[src/rtl/hdiv_pkg.sv]
package hdiv_pkg;
  localparam int CODE_W    = 6;
  localparam int MAX_CODE  = 32;
  localparam int PRE_SHIFT = 1;
  localparam int CNT_W     = $clog2((MAX_CODE << PRE_SHIFT) + 1);

  localparam logic [CODE_W-1:0] ODD_LO   = CODE_W'(3);
  localparam logic [CODE_W-1:0] ODD_HI   = CODE_W'(15);
  localparam logic [CODE_W-1:0] EVEN_LO  = CODE_W'(4);
  localparam logic [CODE_W-1:0] EVEN_HI  = CODE_W'(MAX_CODE);
  localparam logic [CODE_W-1:0] FALLBACK = CODE_W'(4);

  typedef logic [CNT_W-1:0] half_t;

  typedef struct packed {
    half_t period;  // half-periods per output period
    half_t high;    // leading half-periods spent high
  } span_t;

  function automatic logic code_legal(input logic [CODE_W-1:0] c);
    if (c[0]) return (c >= ODD_LO) && (c <= ODD_HI);
    return (c >= EVEN_LO) && (c <= EVEN_HI);
  endfunction

  function automatic half_t period_of(input logic [CODE_W-1:0] c, input logic pre);
    half_t base;
    base = code_legal(c) ? half_t'(c) : half_t'(FALLBACK);
    return pre ? half_t'(base << PRE_SHIFT) : base;
  endfunction

  function automatic half_t high_of(input half_t n);
    logic [CNT_W:0] s;
    s = {1'b0, n} + (CNT_W+1)'(1);
    return s[CNT_W:1];
  endfunction

  function automatic half_t step_mod(input half_t h, input half_t n, input logic two);
    logic [CNT_W:0] s;
    s = {1'b0, h} + (two ? (CNT_W+1)'(2) : (CNT_W+1)'(1));
    if (s >= {1'b0, n}) return half_t'(s - {1'b0, n});
    return half_t'(s);
  endfunction
endpackage

[src/rtl/hdiv_cfg.sv]
module hdiv_cfg
  import hdiv_pkg::*;
(
  input  logic              clk,
  input  logic              rst,
  input  logic [CODE_W-1:0] code,
  input  logic              pre,
  output half_t             load_period,
  output span_t             span_q
);
  assign load_period = period_of(code, pre);

  always_ff @(posedge clk) begin
    if (rst) begin
      span_q.period <= load_period;
      span_q.high   <= high_of(load_period);
    end
  end

  // Captured span is always legal and splits the period as evenly as possible
  p_span_legal_r5: assert property (@(posedge clk) disable iff (rst)
    (span_q.period >= half_t'(3)) && (span_q.period <= half_t'(MAX_CODE << PRE_SHIFT)));
  p_span_split_r2: assert property (@(posedge clk) disable iff (rst)
    ({1'b0, span_q.high} << 1) >= {1'b0, span_q.period} &&
    ({1'b0, span_q.high} << 1) <= {1'b0, span_q.period} + (CNT_W+1)'(1));
endmodule

[src/rtl/hdiv_rise.sv]
module hdiv_rise
  import hdiv_pkg::*;
(
  input  logic  clk,
  input  logic  rst,
  input  half_t load_period,
  input  span_t span,
  input  logic  fq,
  output logic  run,
  output half_t hp,
  output logic  rq
);
  half_t nxt;
  assign nxt = step_mod(hp, span.period, 1'b1);

  always_ff @(posedge clk) begin
    if (rst) begin
      run <= 1'b0;
      hp  <= load_period - half_t'(2);  // first step lands on index 0
      rq  <= 1'b0;
    end else begin
      run <= 1'b1;
      hp  <= nxt;
      rq  <= (nxt < span.high) ^ fq;
    end
  end

  p_rise_range_r1: assert property (@(posedge clk) disable iff (rst)
    run |-> (hp < span.period));
  p_align_r3: assert property (@(posedge clk) disable iff (rst)
    $rose(run) |-> (hp == half_t'(0)));
endmodule

[src/rtl/hdiv_fall.sv]
module hdiv_fall
  import hdiv_pkg::*;
(
  input  logic  clk,
  input  logic  rst,
  input  logic  run,
  input  span_t span,
  input  logic  rq,
  output half_t hn,
  output logic  fq
);
  half_t nxt;
  assign nxt = step_mod(hn, span.period, 1'b1);

  always_ff @(negedge clk) begin
    if (!run) begin
      hn <= span.period - half_t'(1);  // first step lands on index 1
      fq <= 1'b0;
    end else begin
      hn <= nxt;
      fq <= (nxt < span.high) ^ rq;
    end
  end

  p_fall_range_r2: assert property (@(negedge clk) disable iff (rst)
    run |-> (hn < span.period));
endmodule

[src/rtl/halfstep_clkdiv.sv]
module halfstep_clkdiv
  import hdiv_pkg::*;
(
  input  logic              clk_in,
  input  logic              rst,
  input  logic [CODE_W-1:0] ratio_code,
  input  logic              prediv_en,
  output logic              clk_out
);
  half_t load_period;
  span_t span;
  logic  run, rq, fq;
  half_t hp, hn;

  hdiv_cfg u_cfg (
    .clk(clk_in), .rst(rst), .code(ratio_code), .pre(prediv_en),
    .load_period(load_period), .span_q(span)
  );

  hdiv_rise u_rise (
    .clk(clk_in), .rst(rst), .load_period(load_period), .span(span),
    .fq(fq), .run(run), .hp(hp), .rq(rq)
  );

  hdiv_fall u_fall (
    .clk(clk_in), .rst(rst), .run(run), .span(span),
    .rq(rq), .hn(hn), .fq(fq)
  );

  assign clk_out = (rq ^ fq) & run;

  // Level in the high input half follows the rising-edge index
  p_level_hi_r1: assert property (@(negedge clk_in) disable iff (rst)
    run |-> (clk_out == (hp < span.high)));
  // Level in the low input half follows the falling-edge index
  p_level_lo_r2: assert property (@(posedge clk_in) disable iff (rst)
    run |-> (clk_out == (hn < span.high)));
  // The two edge domains stay one half-period apart
  p_edge_lock_r2: assert property (@(posedge clk_in) disable iff (rst)
    run |-> (hn == step_mod(hp, span.period, 1'b0)));
  p_cfg_hold_r6: assert property (@(posedge clk_in) disable iff (rst)
    run |-> $stable(span));
endmodule

[config.mk]
export PLATFORM = sky130hd
export DESIGN_NAME = halfstep_clkdiv
export DESIGN_NICKNAME = d
export VERILOG_FILES = /design/src/rtl/hdiv_pkg.sv /design/src/rtl/hdiv_cfg.sv /design/src/rtl/hdiv_rise.sv /design/src/rtl/hdiv_fall.sv /design/src/rtl/halfstep_clkdiv.sv
export SDC_FILE = /design/constraint.sdc
export NUM_CORES = 1
export LEC_CHECK = 0
export ABC_AREA = 1
export BUFFER_PORTS_ARGS = -buffer_cell sky130_fd_sc_hd__buf_2
export CAP_MARGIN = 5
export CORE_MARGIN = 2
export CORE_UTILIZATION = 60
export DETAILED_ROUTE_END_ITERATION = 10
export PLACE_DENSITY = 0.75
export SLEW_MARGIN = 20
export SYNTH_ARGS = -nofsm -noshare
export SYNTH_HDL_FRONTEND = slang
export SYNTH_SLANG_ARGS = --single-unit
[constraint.sdc]
create_clock -name clk_in -period 3.3 [get_ports clk_in]
set_input_delay 0.165 -clock clk_in [delete_from_list [all_inputs] [get_ports clk_in]]
set_output_delay 0.165 -clock clk_in [all_outputs]
set_load 0.005 [all_outputs]
==> impl_results.md <==
* Largest net degree at the start of global routing at 22
* Clock-pin slew on the worst setup and hold paths at roughly 60 ps
* Die Area at between 0.004 and 0.005 mm2
* Initial antenna violation count at 0
* Crit-path leading delay family: simple AND/OR/NAND/NOR gates
* Residual DRC at 0
* Crit-path slowest cell: edfxtp_1
* Routability cong. at ~0.9
* Placed Area at ~0.003 mm2
* Total routed wirelength at 7.38 mm
* Place WS at -852 ps
* Routed Antenna Nets at 0
* Reg2reg end: u_fall.fq
* Largest area contributor in the netlist: edfxtp_1
* Total number of vias at 2,603
* Vias in the first global route at approximately 2.3k
* Crit path capture: u_fall.fq
* Die Ht at ~70 um
* Final Setup Violations at 8
* WP data required at roughly 1900 ps
* Crit. End Element: flip-flop
* Syn avg cell area at 7.51 um2
* Synth warn at 0
* TritonCTS clock tree: yes
* DR vias/cell at approximately 5.7
* CTS H-tree depth at 2
* CTS root buffer: clkbuf_8
* Crit path DAT at around 2800 ps
* Clock sink count at 31
* Crit path launch: u_cfg.span_q[8]
* Max cap viols at 0
* Max clock buf depth at 2
* Sequential share of the synthesized area at 0.292
* RSZ-0062 raised after global routing: yes
* Worst Path Class, Setup: reg2reg
* DRT iter0 DRCs at around 160
* CP Cell Sequence: inv_2, ha_4, buf_6, nand3_4, nor3_4, nor2_4, nand2_8, inv_6, nand2_1, o21ai_4, ha_1, a21oi_1, nor2_1, a211oi_2, nand3_1, nand2_1, nor2_1
* Hpwl dp at roughly 4.8 mm
* ANT cells at 0
* Worst min path class: in2reg
* Synth area leaders: edfxtp_1, ha_1, dfxtp_1
* First-pass DRT Iterations at 8
* RR Startpoint: u_cfg.span_q[8]
* Status: finished with violations
* CTS buffer count at 5
* Post-Synthesis Cells at ~350
* Yosys cell types at 31
* Synth top area share at 0.161
* Initial cell density of the core at 0.638
* Max Fanout on Critical Path at 8
* # port buffers at 9
* Synth-to-layout area growth at 32.9%
* Core footprint at just over 0.004 mm2
* Final nets at roughly 450
* Final setup margin at -940 ps
* Overflow after GRT at 0
* Max stage delay on crit path at approximately 440 ps
* Levels on crit path at 17
* Clk_skew at ~73 ps
* Routed WL per cell at approximately 16 um
* Synthesis-stage register bit count at 31
* Die width at ~70 um
* Final Hold Viols at 0
* Failing checks: setup timing
* First-pass GRT wire length at 10.5 mm
* GR Util All Layers at 0.274
* Reg2reg path depth at 17
* Clock Latency Late Sink at 360 ps
* Multi-input gate area at 0.00195 mm2
* Final instance area at 0.00346 mm2
* Cell area after synthesis at about 0.0026 mm2
* Share of layout cells above drive strength 1 at 0.298
* Startpoint types: flip-flop
* Reg2Reg Setup Slack at -940 ps
* # rows at 23
* Filler instances at 240
* I/O Pins at 10
* Synthesized net count at 390
* Pins Over Slew Limit at 0
* Buf/Inv on CP at 3
* FF/Latch Area at between 700 and 800 um2
kinds of logic after synthesis:
family                     share of synthesized area
other                                        0.00144
buffers and inverters                         0.0783
adders and majority gates                      0.169
xor gates and xnor gates                      0.0807
and+or+nand+nor                                0.275
DFF                                            0.292
AOI/OAI and AO/OA                              0.104
cell usage after synthesis:
master    number
a21oi_1       13
nor3_1         3
nand3b_1       2
o21a_1         4
nor2_4         1
fa_1           2
inv_2          2
a31oi_1        5
conb_1         1
o21ai_0        9
nand2_4        4
nand3_1       24
nand3_2        2
o21ai_1       12
xor2_1        18
ha_1          32
clkinv_1       1
nand2_2        7
or2_2          1
nand2_1       80
nor3_4         1
a21boi_0       1
edfxtp_1      14
nor2_1        26
dfxtp_1       17
a211oi_1       2
o21ai_2        2
xnor2_1        6
buf_2          1
nand4_1        4
inv_1         50
repair_timing:
action | 4_1_cts | 5_1_grt
buffers inserted | 8 | 8
hold buffers | 0 | 0
resized for setup | 15 | 41
pin swaps | 7 | 14
endpoints found under the setup margin | 8 | 9
per-stage QoR:
stage	instances	hold WS [ps]	util	setup TNS (ps)
6_report	460	317	0.848	-2670
5_1_grt	460	340	0.848	-3440
4_1_cts	455	315	0.786	-1950
3_5_place_dp	432	562	0.725	-2210
3_3_place_gp	432	575	0.725	-2120
2_1_floorplan	347	236	-	-883
metal layers:
| layer | share of wire | track usage |
|---|---|---|
| met5 | 0 | 0 |
| met4 | 0.051 | 0.0983 |
| met3 | 0.071 | 0.0577 |
| met2 | 0.49 | 0.461 |
| met1 | 0.39 | 0.348 |
flip-flops by register name, summed over array words and instances, names as in the netlist:
| register | cells |
|---|---|
| u_fall.hn | 7 |
| u_rise.hp | 7 |
| u_cfg.span_q | 14 |
| u_rise.rq | 1 |
| u_fall.fq | 1 |
| u_rise.run | 1 |
cells in the final DEF (no fill, tap or decap), types with 14 or more instances in the layout:
| master | n |
|---|---|
| xor2_1 | 17 |
| dfxtp_1 | 15 |
| inv_1 | 50 |
| edfxtp_1 | 14 |
| nand3_1 | 22 |
| nor2_1 | 23 |
| buf_4 | 34 |
| ha_1 | 23 |
| nand2_1 | 75 |
cell type report:
cell class / count / share of cell area
tap: 50 / 0.0181
timing repair buffer: 49 / 0.106
multi-input combinational: 262 / 0.563
clock buffer: 6 / 0.0238
sequential: 31 / 0.220
clock inverter: 10 / 0.0112
inverter: 52 / 0.0578
worst min-delay path by stage:
stage                  startpoint                to  slack [ps]  depth (start not counted)
global placement     u_fall.hn[0]      u_fall.hn[0]         570                          2
CTS                 ratio_code[5]  u_cfg.span_q[13]         310                          3
finish              ratio_code[5]  u_cfg.span_q[13]         320                          3
floorplan                     rst      u_rise.hp[6]         240                          1
global route        ratio_code[5]  u_cfg.span_q[13]         340                          3
detailed placement   u_fall.hn[0]      u_fall.hn[0]         560                          2
worst min-delay path, cell delays in order:
cell	delay [ps]
buf_2	120
nand4_1	110
nor2_1	50
Power is not shown: default switching activity piles up to over one toggle a cycle in this logic, so the estimate is an artifact.
